File: config.mk
export PLATFORM = sky130hd
export DESIGN_NAME = cs_flag_out
export DESIGN_NICKNAME = d
export VERILOG_FILES = /design/src/rtl/cs_flag_pkg.sv /design/src/rtl/cs_flag_ctrl.sv /design/src/rtl/cs_flag_dp.sv /design/src/rtl/cs_flag_out.sv
export SDC_FILE = /design/constraint.sdc
export NUM_CORES = 1
export LEC_CHECK = 0
export CORE_UTILIZATION = 26
export DETAILED_ROUTE_END_ITERATION = 7
export GPL_ROUTABILITY_DRIVEN = 0
export GPL_TIMING_DRIVEN = 1
export PLACE_DENSITY = 0.53
export SLEW_MARGIN = 0
export SYNTH_ARGS = -nofsm -noshare
export SYNTH_HDL_FRONTEND = slang
export SYNTH_HIERARCHICAL = 1
export SYNTH_SLANG_ARGS = --single-unit
File: constraint.sdc
create_clock -name clk -period 3.8 [get_ports clk]
set_input_delay 0.38 -clock clk [delete_from_list [all_inputs] [get_ports clk]]
set_output_delay 0.38 -clock clk [all_outputs]
set_load 0.02 [all_outputs]
File: src/rtl/cs_flag_pkg.sv
package cs_flag_pkg;
  // Strobes handed from the control to the datapath each cycle
  typedef struct packed {
    logic capture;   // latch the incoming subframe side bits
    logic marker;    // block-marker value for the subframe being latched
    logic sideLoad;  // move C/U/marker to the outputs
    logic flagLoad;  // move error state to ERF/VERF
  } ctrlStrobes_t;
endpackage

File: src/rtl/cs_flag_ctrl.sv
module cs_flag_ctrl
  import cs_flag_pkg::*;
#(
  parameter int FRAMES      = 192,
  parameter int MARK_FRAMES = 32
) (
  input  logic         clk,
  input  logic         rstN,
  input  logic         fmtOnEdge,
  input  logic         subStrobe,
  input  logic         blockStart,
  input  logic         locked,
  input  logic         earlyTick,
  input  logic         syncTick,
  output ctrlStrobes_t strobes
);
  localparam int CNT_W = $clog2(FRAMES);
  localparam logic [CNT_W-1:0] LAST_FRAME = CNT_W'(FRAMES - 1);
  localparam logic [CNT_W-1:0] MARK_END   = CNT_W'(MARK_FRAMES);

  logic [CNT_W-1:0] frameCnt;
  logic             rightHalf;
  logic [CNT_W-1:0] posFrame;
  logic             posRight;

  // Position of the subframe being presented now
  always_comb begin
    if (blockStart || !locked) begin
      posFrame = '0;
      posRight = 1'b0;
    end else begin
      posFrame = frameCnt;
      posRight = rightHalf;
    end
  end

  always_ff @(posedge clk) begin
    if (!rstN || !locked) begin
      frameCnt  <= '0;
      rightHalf <= 1'b0;
    end else if (subStrobe) begin
      rightHalf <= ~posRight;
      if (posRight)
        frameCnt <= (posFrame == LAST_FRAME) ? '0 : posFrame + 1'b1;
      else
        frameCnt <= posFrame;
    end
  end

  always_comb begin
    strobes.capture  = subStrobe;
    strobes.marker   = (posFrame < MARK_END);
    strobes.sideLoad = fmtOnEdge ? syncTick : earlyTick;
    strobes.flagLoad = syncTick;
  end
endmodule

File: src/rtl/cs_flag_dp.sv
module cs_flag_dp
  import cs_flag_pkg::*;
(
  input  logic         clk,
  input  logic         rstN,
  input  ctrlStrobes_t strobes,
  input  logic         vIn,
  input  logic         uIn,
  input  logic         cIn,
  input  logic         parityErr,
  input  logic         biphaseErr,
  input  logic         locked,
  output logic         cOut,
  output logic         uOut,
  output logic         cblOut,
  output logic         erfOut,
  output logic         verfOut
);
  logic pendV, pendU, pendC, pendCbl;
  logic stickyErr;
  logic errNow;
  logic flagNext;

  assign errNow   = parityErr | biphaseErr;
  assign flagNext = stickyErr | ~locked;

  // Capture of the latest subframe's side bits
  always_ff @(posedge clk) begin
    if (!rstN) begin
      pendV   <= 1'b0;
      pendU   <= 1'b0;
      pendC   <= 1'b0;
      pendCbl <= 1'b0;
    end else if (strobes.capture) begin
      pendV   <= vIn;
      pendU   <= uIn;
      pendC   <= cIn;
      pendCbl <= strobes.marker;
    end
  end

  // Sticky error memory, emptied into ERF at the frame-sync edge
  always_ff @(posedge clk) begin
    if (!rstN)
      stickyErr <= 1'b0;
    else if (strobes.flagLoad)
      stickyErr <= errNow;
    else
      stickyErr <= stickyErr | errNow;
  end

  always_ff @(posedge clk) begin
    if (!rstN) begin
      erfOut  <= 1'b0;
      verfOut <= 1'b0;
    end else if (strobes.flagLoad) begin
      erfOut  <= flagNext;
      verfOut <= pendV | flagNext;
    end
  end

  always_ff @(posedge clk) begin
    if (!rstN) begin
      cOut   <= 1'b0;
      uOut   <= 1'b0;
      cblOut <= 1'b0;
    end else if (strobes.sideLoad) begin
      cOut   <= pendC;
      uOut   <= pendU;
      cblOut <= pendCbl;
    end
  end
endmodule

File: src/rtl/cs_flag_out.sv
module cs_flag_out
  import cs_flag_pkg::*;
#(
  parameter int FRAMES      = 192,
  parameter int MARK_FRAMES = 32
) (
  input  logic clk,
  input  logic rstN,
  input  logic fmtOnEdge,
  input  logic subStrobe,
  input  logic blockStart,
  input  logic vIn,
  input  logic uIn,
  input  logic cIn,
  input  logic parityErr,
  input  logic biphaseErr,
  input  logic locked,
  input  logic earlyTick,
  input  logic syncTick,
  output logic cOut,
  output logic uOut,
  output logic cblOut,
  output logic erfOut,
  output logic verfOut
);
  ctrlStrobes_t strobes;

  cs_flag_ctrl #(.FRAMES(FRAMES), .MARK_FRAMES(MARK_FRAMES)) i_ctrl (
    .clk(clk), .rstN(rstN), .fmtOnEdge(fmtOnEdge), .subStrobe(subStrobe),
    .blockStart(blockStart), .locked(locked), .earlyTick(earlyTick),
    .syncTick(syncTick), .strobes(strobes)
  );

  cs_flag_dp i_dp (
    .clk(clk), .rstN(rstN), .strobes(strobes), .vIn(vIn), .uIn(uIn), .cIn(cIn),
    .parityErr(parityErr), .biphaseErr(biphaseErr), .locked(locked),
    .cOut(cOut), .uOut(uOut), .cblOut(cblOut), .erfOut(erfOut), .verfOut(verfOut)
  );
endmodule

==> reports/qor.csv <==
stage;metric;value;unit
outcome;status;finished, final reports clean;
worst_setup_path;CP Cell Sequence;clkdlybuf4s50_1 > nor2b_1 > and2_1 > ha_1 > and4b_1 > a211o_1 > a311o_1 > nand3_1;
floorplan;Core Region;0.00339;mm2
worst_setup_path;Worst EP required;4040;ps
yosys;Synth Area per Inst;9.00;um2
placement;IO Port Bufs;17;
yosys;Synth cell types;33;
yosys;Synthesized Nets;118;
global_routing;gr usage total;11.9;%
worst_setup_path;Critical Path Fanout Max;9;
timing;Layout Skew;12.5;ps
clock_tree;CTS tree;built;
worst_setup_path;worst path buffer plus inverter count;1;
floorplan;Initial Utilization;27.6;%
yosys;Seq cells post-synth;19;
timing;crit path time final;2190;ps
layout;nets;135;
worst_setup_path;critical path's slowest cell;clkdlybuf4s50_1;
clock_tree;CTS Hold Buffers Added;0;
worst_setup_path;CP top delay family;compound AO/OA/AOI/OAI gates;
clock_tree;H-tree levels;1;
clock_tree;postcts setup bufs;0;
clock_tree;clock sink count;19;
job;maxcap violations;0;
placement;Placed Instances;162;
timing;period utilization;57.7;%
min_path;Min-Delay Path Class;reg -> reg;
worst_setup_path;Setup CP Type;in -> reg;
clock_tree;CTS Buf Count;3;
floorplan;Die Footprint;0.00384;mm2
clock_tree;Clock transition at path regs;120;ps
power_and_ir_drop;Leakage;0.412;nW
yosys;Yosys top cell area share;40.6;%
global_routing;first-pass GRT wire length;3.26;mm
route;Routed Antenna Nets;0;
worst_setup_path;CP endpoint kind;flip-flop;
timing;Slew Limit Fails;0;
worst_setup_path;Arr. time, crit path;2440;ps
worst_setup_path;CP max stage delay;540;ps
clock_tree;worst skew pair latency;310;ps
global_routing;vias in the first global route;735;
layout;area of the multi-input gates;503;um2
power_and_ir_drop;VDD IR-drop max;0.0837;mV
floorplan;die width;62.0;um
layout;Post-Layout Cell Count;166;
layout;ratio of cells with drive above 1 in the final layout;5.00;%
yosys;Mapped Cells;104;
worst_setup_path;number of cells on the critical path;8;
layout;sequential cell area;380;um2
floorplan;Die H;62.0;um
timing;Fin Hold WS;488;ps
timing;final hold violations;0;
timing;Max-slew headroom;65.2;%
yosys;Yosys warnings;6;
route;drt wl/cell;12.0;um
route;Pre-antenna DRT Iters;4;
timing;Max Fclk;0.456;GHz
clock_tree;maximum clock path buffer count;2;
route;initial drt markers;34;
yosys;cell taking the most area after synthesis;dfxtp_1;
yosys;Synth area leaders;dfxtp_1 41%, mux2i_1 8.6%, nor2b_1 6.0%, nand3_1 3.7%, o21ai_0 3.7%;
timing;setup TNS;0;ps
global_routing;antenna violations before repair;0;
route;DRC;0;
layout;fill cell count;344;
min_path;WHS Path Cells;2;
power_and_ir_drop;pwr/cell area;318;mW/mm2
yosys;Seq/Total Area, Yosys;40.6;%
placement;Post-DP HPWL;1.45;mm
route;Vias per Instance;4.90;
yosys;Mapped Area;936;um2
clock_tree;Post-CTS Resized;0;
timing;RSZ-0062 raised after global routing;false;
worst_setup_path;R2R cell count;6;
worst_setup_path;nature of the critical path startpoint;input pin;
layout;P&R area growth vs syn;23.5;%
route;Routed WL;1.99;mm
route;vias post-DR;813;
global_routing;pin count of the biggest net entering global routing;13;
timing;Worst Max-Slew Pin Slew;520;ps
floorplan;IO Pins;18;
clock_tree;root buffer cell;clkbuf_4;
global_routing;Congestion Overflow GR;0;
floorplan;FP Rows;21;
timing;Final setup viols;0;
layout;antenna cells;0;
==> registers in the layout (all words and copies together), names as in the netlist <==
| signal | flops |
|---|---|
| i_ctrl/frameCnt | 8 |
| i_ctrl/rightHalf | 1 |
| i_dp/cOut | 1 |
| i_dp/cblOut | 1 |
| i_dp/erfOut | 1 |
| i_dp/pendC | 1 |
| i_dp/pendCbl | 1 |
| i_dp/pendU | 1 |
| i_dp/pendV | 1 |
| i_dp/stickyErr | 1 |
| i_dp/uOut | 1 |
| i_dp/verfOut | 1 |
==> where the power goes <==
part	internal [mW]	switching, mW	leakage [nW]
Clock	0.0401	0.0660	0.0139
Combinational	0.0276	0.0232	0.243
Sequential	0.206	0.00407	0.155
==> cell usage in the layout, fill, tap and decap left out <==
| master | n |
|---|---|
| o22ai_1 | 1 |
| o21ai_0 | 7 |
| nor2b_1 | 9 |
| o31a_1 | 1 |
| a211o_1 | 1 |
| ha_1 | 1 |
| a22o_1 | 1 |
| nand3_1 | 7 |
| nor2_1 | 4 |
| o21ai_1 | 1 |
| clkinvlp_4 | 1 |
| mux2i_1 | 8 |
| nand3b_1 | 2 |
| nand4b_1 | 1 |
| a22o_2 | 1 |
| and4_1 | 1 |
| nand4_1 | 3 |
| a311o_1 | 1 |
| and2_1 | 4 |
| and4b_1 | 2 |
| inv_1 | 4 |
| a31oi_1 | 1 |
| nand2_1 | 3 |
| nor3_1 | 4 |
| dfxtp_1 | 19 |
| nand2b_1 | 1 |
| nor3b_1 | 2 |
| mux2_2 | 1 |
| a21oi_1 | 6 |
| o31ai_1 | 1 |
| or4_1 | 1 |
| clkdlybuf4s50_1 | 17 |
| clkbuf_4 | 3 |
==> cell usage after synthesis (all sizes together) <==
master	instances
nor2b	9
a211o	1
and4	1
nor3b	2
a311o	1
inv	4
dfxtp	19
nand4	3
nand2b	1
mux2	1
nor2	4
o21ai	8
nor3	4
o31a	1
a22o	2
o22ai	1
ha	1
a21oi	6
nand3b	2
mux2i	8
and2	4
and4b	2
nand3	7
buf	4
clkbuf	1
or4	1
o31ai	1
nand2	3
a31oi	1
nand4b	1
==> worst register-to-register path: cells and delay by family, from the launching register on <==
| kind | cells | cell delay (ps) |
|---|---|---|
| simple gates | 3 | 390 |
| flops | 1 | 360 |
| fa+ha+maj | 1 | 230 |
| compound gates | 2 | 650 |
==> kinds of logic after synthesis <==
kind of cell,synth area share [%]
fa+ha+maj,1.34
flops,40.6
buf+inv,5.61
compound gates,14.6
mux,9.76
simple gates,28.1
==> metrics by stage <==
step	utilization [%]	area [um2]	total power [mW]	worst slack, ps
after CTS	34.1	1160	0.373	1620
after floorplan	-	936	0.241	2020
after global placement	33.2	1130	0.266	1360
final	34.1	1160	0.367	1610
after detailed placement	33.2	1130	0.266	1310
after global routing	34.1	1160	0.388	1430
==> worst paths after layout <==
kind              slack, ps                             from                               to
setup / recovery       1610                           locked  i_ctrl/frameCnt[7]$_SDFFE_PP0P_
hold / removal          490        i_dp/stickyErr$_SDFF_PN0_         i_dp/erfOut$_SDFFE_PN0P_
setup reg to reg       2130  i_ctrl/frameCnt[1]$_SDFFE_PP0P_  i_ctrl/frameCnt[7]$_SDFFE_PP0P_
hold reg to reg         490        i_dp/stickyErr$_SDFF_PN0_         i_dp/erfOut$_SDFFE_PN0P_
==> area by class of cell <==
cell class / instances / area share [%]
well taps: 46 / 4.98
clock buffers: 3 / 1.95
multi-input cells: 76 / 43.5
inverters: 4 / 1.30
flip-flops and latches: 19 / 32.9
repair buffers: 17 / 14.7
clock inverters: 1 / 0.649
==> per-layer routing <==
layer / track usage (%) / vias up / wire [um]
li1: - / 414 / -
met1: 15.9 / 385 / 991
met2: 17.5 / 12 / 942
met3: 2.48 / 2 / 39
met4: 7.30 / 0 / 15
met5: 0 / - / 0
Power figures use the tool's default switching activity.
